### src/rtl/shadow_pkg.sv
package shadow_pkg;
  localparam int ADDR_W  = 20;
  localparam int REG_W   = 8;
  localparam int NUM_REGS = 3;
  localparam int SEL_W   = 2;

  typedef enum logic [1:0] {
    RT_EXT_ALL   = 2'd0,
    RT_WR_DRAM   = 2'd1,
    RT_RD_DRAM   = 2'd2,
    RT_DRAM_ALL  = 2'd3
  } route_code_e;

  // bit 1 of a code selects DRAM for reads, bit 0 for writes
  function automatic logic code_to_dram(input logic [1:0] code, input logic is_wr);
    return is_wr ? code[0] : code[1];
  endfunction
endpackage

### src/rtl/shadow_cfg_regs.sv
module shadow_cfg_regs
  import shadow_pkg::*;
#(
  parameter int N_REGS = NUM_REGS,
  parameter int RW     = REG_W,
  parameter int SW     = SEL_W
) (
  input  logic                        clk,
  input  logic                        rst_n,
  input  logic                        wr_en,
  input  logic [SW-1:0]               wr_sel,
  input  logic [RW-1:0]               wr_data,
  input  logic [SW-1:0]               rd_sel,
  output logic [RW-1:0]               rd_data,
  output logic [N_REGS-1:0][RW-1:0]   ctl_q
);
  logic wr_hit;
  assign wr_hit = wr_en && (int'(wr_sel) < N_REGS);

  always_ff @(posedge clk or negedge rst_n) begin
    if (!rst_n) ctl_q <= '0;
    else if (wr_hit) ctl_q[wr_sel] <= wr_data;
  end

  always_comb begin
    rd_data = '0;
    for (int i = 0; i < N_REGS; i++)
      if (int'(rd_sel) == i) rd_data = ctl_q[i];
  end

  AST_WRITE_LANDS: assert property (@(posedge clk) disable iff (!rst_n)
    wr_hit |=> rd_sel != $past(wr_sel) || rd_data == $past(wr_data));
  AST_IDLE_HOLDS: assert property (@(posedge clk) disable iff (!rst_n)
    !wr_en |=> $stable(ctl_q));
  AST_BAD_SEL_IGNORED: assert property (@(posedge clk) disable iff (!rst_n)
    (wr_en && int'(wr_sel) >= N_REGS) |=> $stable(ctl_q));
endmodule

### src/rtl/shadow_seg_lookup.sv
module shadow_seg_lookup
  import shadow_pkg::*;
#(
  parameter int AW = ADDR_W,
  parameter int RW = REG_W
) (
  input  logic [2:0][RW-1:0] ctl,
  input  logic [AW-1:0]      addr,
  input  logic               is_wr,
  output logic               in_window,
  output logic [1:0]         seg_code,
  output logic               dram
);
  localparam int SMALL_SEGS = 8;
  localparam int PER_REG    = RW / 2;

  logic [1:0] small_code [SMALL_SEGS];

  for (genvar g = 0; g < SMALL_SEGS; g++) begin : g_small
    assign small_code[g] = ctl[g / PER_REG][(g % PER_REG) * 2 +: 2];
  end

  // window C0000h..FFFFFh: top two address bits set
  assign in_window = &addr[AW-1:AW-2];

  always_comb begin
    if (!addr[AW-3])       seg_code = small_code[addr[AW-4:AW-6]];
    else if (!addr[AW-4])  seg_code = ctl[2][7:6];
    else                   seg_code = ctl[2][5:4];
  end

  assign dram = in_window && code_to_dram(seg_code, is_wr);

  always_comb begin
    if (in_window && seg_code == RT_EXT_ALL)
      AST_CODE0_EXTERNAL: assert (!dram);
    if (in_window && seg_code == RT_DRAM_ALL)
      AST_CODE3_DRAM: assert (dram);
  end
endmodule

### src/rtl/shadow_bios_flags.sv
module shadow_bios_flags
  import shadow_pkg::*;
#(
  parameter int RW = REG_W
) (
  input  logic [RW-1:0] ctl_hi,
  output logic          shadow_rd,
  output logic          shadow_wr
);
  logic [1:0] e_code, f_code;
  assign e_code = ctl_hi[7:6];
  assign f_code = ctl_hi[5:4];

  assign shadow_rd = code_to_dram(e_code, 1'b0) | code_to_dram(f_code, 1'b0);
  assign shadow_wr = code_to_dram(e_code, 1'b1) | code_to_dram(f_code, 1'b1);

  always_comb begin
    if (ctl_hi[7:4] == 4'h0)
      AST_FLAGS_IDLE: assert (!shadow_rd && !shadow_wr);
  end
endmodule

### src/rtl/shadow_route_decoder.sv
module shadow_route_decoder
  import shadow_pkg::*;
(
  input  logic              clk,
  input  logic              rst_n,
  input  logic              cfg_wr_en,
  input  logic [SEL_W-1:0]  cfg_wr_sel,
  input  logic [REG_W-1:0]  cfg_wr_data,
  input  logic [SEL_W-1:0]  cfg_rd_sel,
  output logic [REG_W-1:0]  cfg_rd_data,
  input  logic [ADDR_W-1:0] look_addr,
  input  logic              look_write,
  output logic              look_dram,
  output logic              bios_shadow_rd,
  output logic              bios_shadow_wr
);
  logic [NUM_REGS-1:0][REG_W-1:0] ctl_q;
  logic       in_window;
  logic [1:0] seg_code;

  shadow_cfg_regs u_regs (
    .clk(clk), .rst_n(rst_n), .wr_en(cfg_wr_en), .wr_sel(cfg_wr_sel),
    .wr_data(cfg_wr_data), .rd_sel(cfg_rd_sel), .rd_data(cfg_rd_data),
    .ctl_q(ctl_q)
  );

  shadow_seg_lookup u_lookup (
    .ctl(ctl_q), .addr(look_addr), .is_wr(look_write),
    .in_window(in_window), .seg_code(seg_code), .dram(look_dram)
  );

  shadow_bios_flags u_flags (
    .ctl_hi(ctl_q[2]), .shadow_rd(bios_shadow_rd), .shadow_wr(bios_shadow_wr)
  );

  AST_OUTSIDE_NO_DRAM: assert property (@(posedge clk) disable iff (!rst_n)
    (look_addr[ADDR_W-1:ADDR_W-2] != 2'b11) |-> !look_dram);
  AST_WINDOW_AGREES: assert property (@(posedge clk) disable iff (!rst_n)
    !in_window |-> !look_dram);
endmodule

### config.mk
export PLATFORM = sky130hd
export DESIGN_NAME = shadow_route_decoder
export DESIGN_NICKNAME = d
export VERILOG_FILES = /design/src/rtl/shadow_pkg.sv /design/src/rtl/shadow_cfg_regs.sv /design/src/rtl/shadow_seg_lookup.sv /design/src/rtl/shadow_bios_flags.sv /design/src/rtl/shadow_route_decoder.sv
export SDC_FILE = /design/constraint.sdc
export NUM_CORES = 1
export LEC_CHECK = 0
export CORE_ASPECT_RATIO = 1.25
export CORE_UTILIZATION = 43
export CTS_BUF_LIST = sky130_fd_sc_hd__clkbuf_4 sky130_fd_sc_hd__clkbuf_8 sky130_fd_sc_hd__clkbuf_16
export DETAILED_ROUTE_END_ITERATION = 10
export PLACE_DENSITY = 0.75
export SYNTH_ARGS = -nofsm -noshare
export SYNTH_HDL_FRONTEND = slang
export SYNTH_SLANG_ARGS = --single-unit
### constraint.sdc
create_clock -name clk -period 2.54 [get_ports clk]
set_input_delay 0.508 -clock clk [delete_from_list [all_inputs] [get_ports clk]]
set_output_delay 0.508 -clock clk [all_outputs]
set_load 0.03 [all_outputs]
## Yosys cells after proc, flatten, opt, wreduce, memory -nomap -nowiden

Index checks and enable logic that the tools add are counted.

- $lt $le $gt $ge: 4
- Equality and inequality tests: 2
- Mux-type cells: 12
- Bitwise gates (word level): 3
- Reduce and logical (&&, ||, !) cells: 5

Operator list:

| operator | number |
|---|---|
| $mux W8 | 4 |
| $bwmux W24 | 1 |
| $demux W8 S2 | 1 |
| $mux W2 | 4 |
| $bmux W2 S3 | 1 |
| $eq A2 B2 Y1 const B | 2 |
| $ge A4 B4 Y1 const B | 1 |
| $not A3 Y4 | 1 |
| $logic_and A1 B1 Y1 | 3 |
| $lt A2 B3 Y1 const B | 1 |
| $ge A2 B1 Y1 const B | 1 |
| $logic_not A2 Y1 | 1 |
| $lt A2 B2 Y1 const B | 1 |
| $or A1 B1 Y1 | 2 |
| $reduce_and A2 Y1 | 1 |
| $mux W1 | 1 |

- Register bits: 24
- Output and inout port bits: 11
- Word-level logic and storage cells: 29

## Longest topological paths before layout

- Depth in word-level cells: 7
- Depth in mapped cells: 5

## Hierarchy

A second synthesis with hierarchy kept.

- Cell total of the unflattened synthesis: 93
- Area total of the unflattened synthesis: 1305.0 sq um

By module, submodules not included:

| module | instances | cells an instance | area each (sq um) | seq. area each (sq um) |
|---|---|---|---|---|
| shadow_cfg_regs | 1 | 71 | 1083.5 | 600.6 |
| shadow_seg_lookup | 1 | 20 | 209.0 | 0.0 |
| shadow_bios_flags | 1 | 2 | 12.5 | 0.0 |

## Worst setup path before layout

Ideal clock, no wire load.

- Path kind: in2out
- Start point: in cfg_rd_sel[0]
- End point: out cfg_rd_data[0]
- Arrival: 1709 ps
- Setup slack: 323 ps
- Stages on the path: 3
- Path through: clkbuf_1 mux2i_1 o21ai_0

- Word-level cells in the longest chain between the ends: 4

RTL lines:

| item | RTL line | source |
|---|---|---|
| start: declaration | shadow_route_decoder.sv:9 | `input logic [SEL_W-1:0] cfg_rd_sel,` |
| $logic_not A2 Y1 | shadow_cfg_regs.sv:28 | `if (int'(rd_sel) == i) rd_data = ctl_q[i];` |
| $mux W8 (2 in a row) | shadow_cfg_regs.sv:28 |  |
| $mux W8 * | shadow_cfg_regs.sv:28 |  |
| end: declaration | shadow_route_decoder.sv:10 | `output logic [REG_W-1:0] cfg_rd_data,` |

Every way passes the cells marked *; elsewhere a longest branch is shown, timed or not.

## Worst setup path in the final report

- Start point: reg u_regs.ctl_q[0] (netlist bit)
- End point: out look_dram

- Word-level cells in the longest chain between the ends: 6

RTL lines:

| item | RTL line | source |
|---|---|---|
| start: declaration | shadow_cfg_regs.sv:15 | `output logic [N_REGS-1:0][RW-1:0] ctl_q` |
| start signal: indexed assignment | shadow_cfg_regs.sv:22 | `else if (wr_hit) ctl_q[wr_sel] <= wr_data;` |
| $bmux W2 S3 | shadow_seg_lookup.sv:27 | `if (!addr[AW-3]) seg_code = small_code[addr[AW-4:AW-6]];` |
| $mux W2 (not written as such) (2 in a row) | shadow_seg_lookup.sv:27 |  |
| $mux W2 | shadow_seg_lookup.sv:27 |  |
| $mux W1 | shadow_pkg.sv:16 | `return is_wr ? code[0] : code[1];` |
| $logic_and A1 B1 Y1 | shadow_seg_lookup.sv:32 | `assign dram = in_window && code_to_dram(seg_code, is_wr);` |
| end: declaration | shadow_route_decoder.sv:13 | `output logic look_dram,` |

No other way between the ends. The select of a mux whose other input is x is not followed.

==> run_results.csv <==
group,metric,value,unit
worst_setup_path,reg2reg_to,"u_regs.ctl_q[8]$_DFFE_PN0P_",
grt,grt_pass1_wl,4820,um
worst_setup_path,cp.arrival,1.93,ns
sta,finalMaxSlewViolations,0,
layout,largest_register_ffs,24,
sta,hold_viol_final,0,
worst_setup_path,crit_path_end_kind,"primary output",
layout,fillers,224,
sta,fin_skew,0,ns
worst_setup_path,rrSetupSlack,1.62,ns
sta,rsz0062_at_grt,"no",
sta,finalCritPeriodShare,96.1,%
worst_setup_path,r2r_start,"u_regs.ctl_q[8]$_DFFE_PN0P_",
min_path,hold_depth,1,
synthesis,synthDistinctLibCells,19,
layout,synthToLayoutAreaGrowth,38.4,%
layout,finish.utilization,63.9,%
cts,clockBufferDepth,2,
floorplan,io-pin-count,47,
grt,overflow,0,
place,gp_congestion,0.775,
sta,fin_hold_ws,0.521,ns
grt,grt_use_total,20.3,%
pwr,ir_worst_vdd,380,uV
route,post_drt_wl_per_cell,15.8,um
worst_setup_path,crit_type,"reg -> out",
cts,root_buffer,"clkbuf_4",
synthesis,synth_top_area_cell,"dfrtp_1",
min_path,hold_path_startpoint,"u_regs.ctl_q[19]$_DFFE_PN0P_",
floorplan,coreArea,0.00273,mm^2
synthesis,synth_seq_cells,24,
sta,worst_slew_pin_slew,0.488,ns
layout,multi_input_area,633,um^2
place,dp_hpwl,2210,um
cts,cts_tree,"done",
place,numPortBuffers,32,
pwr,finalPower,0.00108,W
sta,clock.fmax,409,MHz
layout,antenna_cells,0,
min_path,worstHoldPathType,"reg -> reg",
worst_setup_path,r2r_cells,2,
floorplan,die_x,50.4,um
cts,clock_sinks,24,
route,dr.pass1.iters,4,
synthesis,postSynthAreaPerCell,13.0,um^2
synthesis,synth_area_leaders,"dfrtp_1 48%, mux2_2 22%, mux2i_1 7.9%",
layout,layout_commonest_cell,"buf_4",
route,drtAntennaViolNets,0,
route,drt_iter0_drc,32,
synthesis,netlist_area,0.00126,mm^2
layout,drive_above_1_share,44.6,%
sta,worst_slack,0.0979,ns
layout,regMostFlops,"u_regs.ctl_q",
synthesis,yosysWarningCount,0,
synthesis,syn_inst,97,
grt,antenna_found_initial,0,
worst_setup_path,cp_max_fo,2,
run_status,status,"finished, final reports clean",
job,drv_cap,0,
cts,clk_pin_slew_worst_paths,0.13,ns
route,drc,0,
synthesis,synth_nets,133,
worst_setup_path,cp.required,2.03,ns
sta,finalSetupViolations,0,
cts,numCtsBuffers,3,
route,vias_per_cell,5.24,
route,vias,953,
floorplan,die_area,0.00316,mm^2
floorplan,die_h,62.6,um
sta,slew_headroom,67.3,%
cts,insertion_delay,0.30,ns
grt,grt_pass1_vias,1081,
route,wl,2870,um
sta,setup_tns,0,ns
grt,grt_max_degree,25,
layout,reg_top3,"u_regs.ctl_q (24)",
pwr,cellLeakagePower,0.776,nW
floorplan,initial_core_util,46.2,%
layout,seqCellArea,601,um^2
cts,hold_buffers,0,
synthesis,seq_area_frac_synth,47.6,%
layout,final_nets,185,
worst_setup_path,worstSetupStartpointType,"flip-flop",
floorplan,rows,21,
layout,final_cell_mix,"27 x buf_4, 25 x mux2_2, 24 x dfrtp_1, 20 x clkdlybuf4s50_1",
cts,cts-htree-levels,1,
sta,fin_crit,2.44,ns
cts,cts_setup_buffers,0,
min_path,worstHoldEndpoint,"u_regs.ctl_q[19]$_DFFE_PN0P_",
place,pre_cts_slack,-0.761,ns
pwr,cellPowerDensity,621,mW/mm^2
synthesis,synth_top_area_share,47.6,%
==> cells in the mapped netlist (all sizes together) <==
cell type	count
a21oi	1
dfrtp	24
nand2	10
a221oi	1
nor3b	1
buf	1
nor2	1
mux2i	10
mux2	25
nand3b	2
nor2b	1
or2	2
inv	2
o21ai	8
a31oi	1
clkbuf	2
mux4	4
o211ai	1
==> critical path, cell delays in order, from the launching register on <==
cell      delay [ns]
dfrtp_1         0.42
mux4_2          0.45
mux4_2          0.47
inv_2           0.07
a221oi_2        0.05
buf_4           0.17
==> layer usage <==
layer	part of all wire, %	vias to the layer above	GRT usage (%)
met5	0	-	0
met2	53	26	37.7
met1	41	461	23.9
li1	-	460	-
met3	4.7	6	2.19
met4	1.3	0	5.90
==> how the worst max path moves through the flow <==
stage	startpoint	end	slack [ns]	cells past startpoint
2_1_floorplan	cfg_rd_sel[0]	cfg_rd_data[0]	0.32	3
3_3_place_gp	look_addr[14]	look_dram	-0.73	6
3_5_place_dp	look_addr[14]	look_dram	-0.76	6
4_1_cts	look_addr[14]	look_dram	0.0008	6
5_1_grt	u_regs.ctl_q[0]$_DFFE_PN0P_	look_dram	0.009	5
6_report	u_regs.ctl_q[0]$_DFFE_PN0P_	look_dram	0.1	5
==> area by class of cell <==
type / instances / area share, %
Sequential cell: 24 / 34.4
Inverter: 2 / 0.430
Multi-Input combinational cell: 68 / 36.3
Timing Repair Buffer: 50 / 24.4
Clock buffer: 4 / 2.08
Tap cell: 34 / 2.44
==> repair_timing <==
item	in CTS	in global routing
resized for setup	11	4
pin swaps	1	0
endpoints found under the setup margin	1	1
==> per-stage QoR <==
step	cells	cell area [um^2]
3_3_place_gp	178	1730
4_1_cts	182	1760
3_5_place_dp	178	1730
6_report	182	1750
2_1_floorplan	97	1260
5_1_grt	182	1750
==> power by group <==
group / total (W) / internal [W] / leakage, nW / switching, W
combinational: 0.000383 / 0.000216 / 0.471 / 0.000166
clock: 0.000194 / 0.0000873 / 0.0210 / 0.000107
sequential: 0.000506 / 0.000454 / 0.284 / 0.0000523
==> cells by family (layout without fill, tap and decap cells) <==
kind of cell / count (synthesis) / after routing / synth area share [%]
simple gates: 17 / 17 / 6.94
mux: 39 / 39 / 38.0
flops: 24 / 24 / 47.6
buf+inv: 5 / 56 / 1.59
compound gates: 12 / 12 / 5.85
No activity file was read; power rests on OpenSTA's default activity.
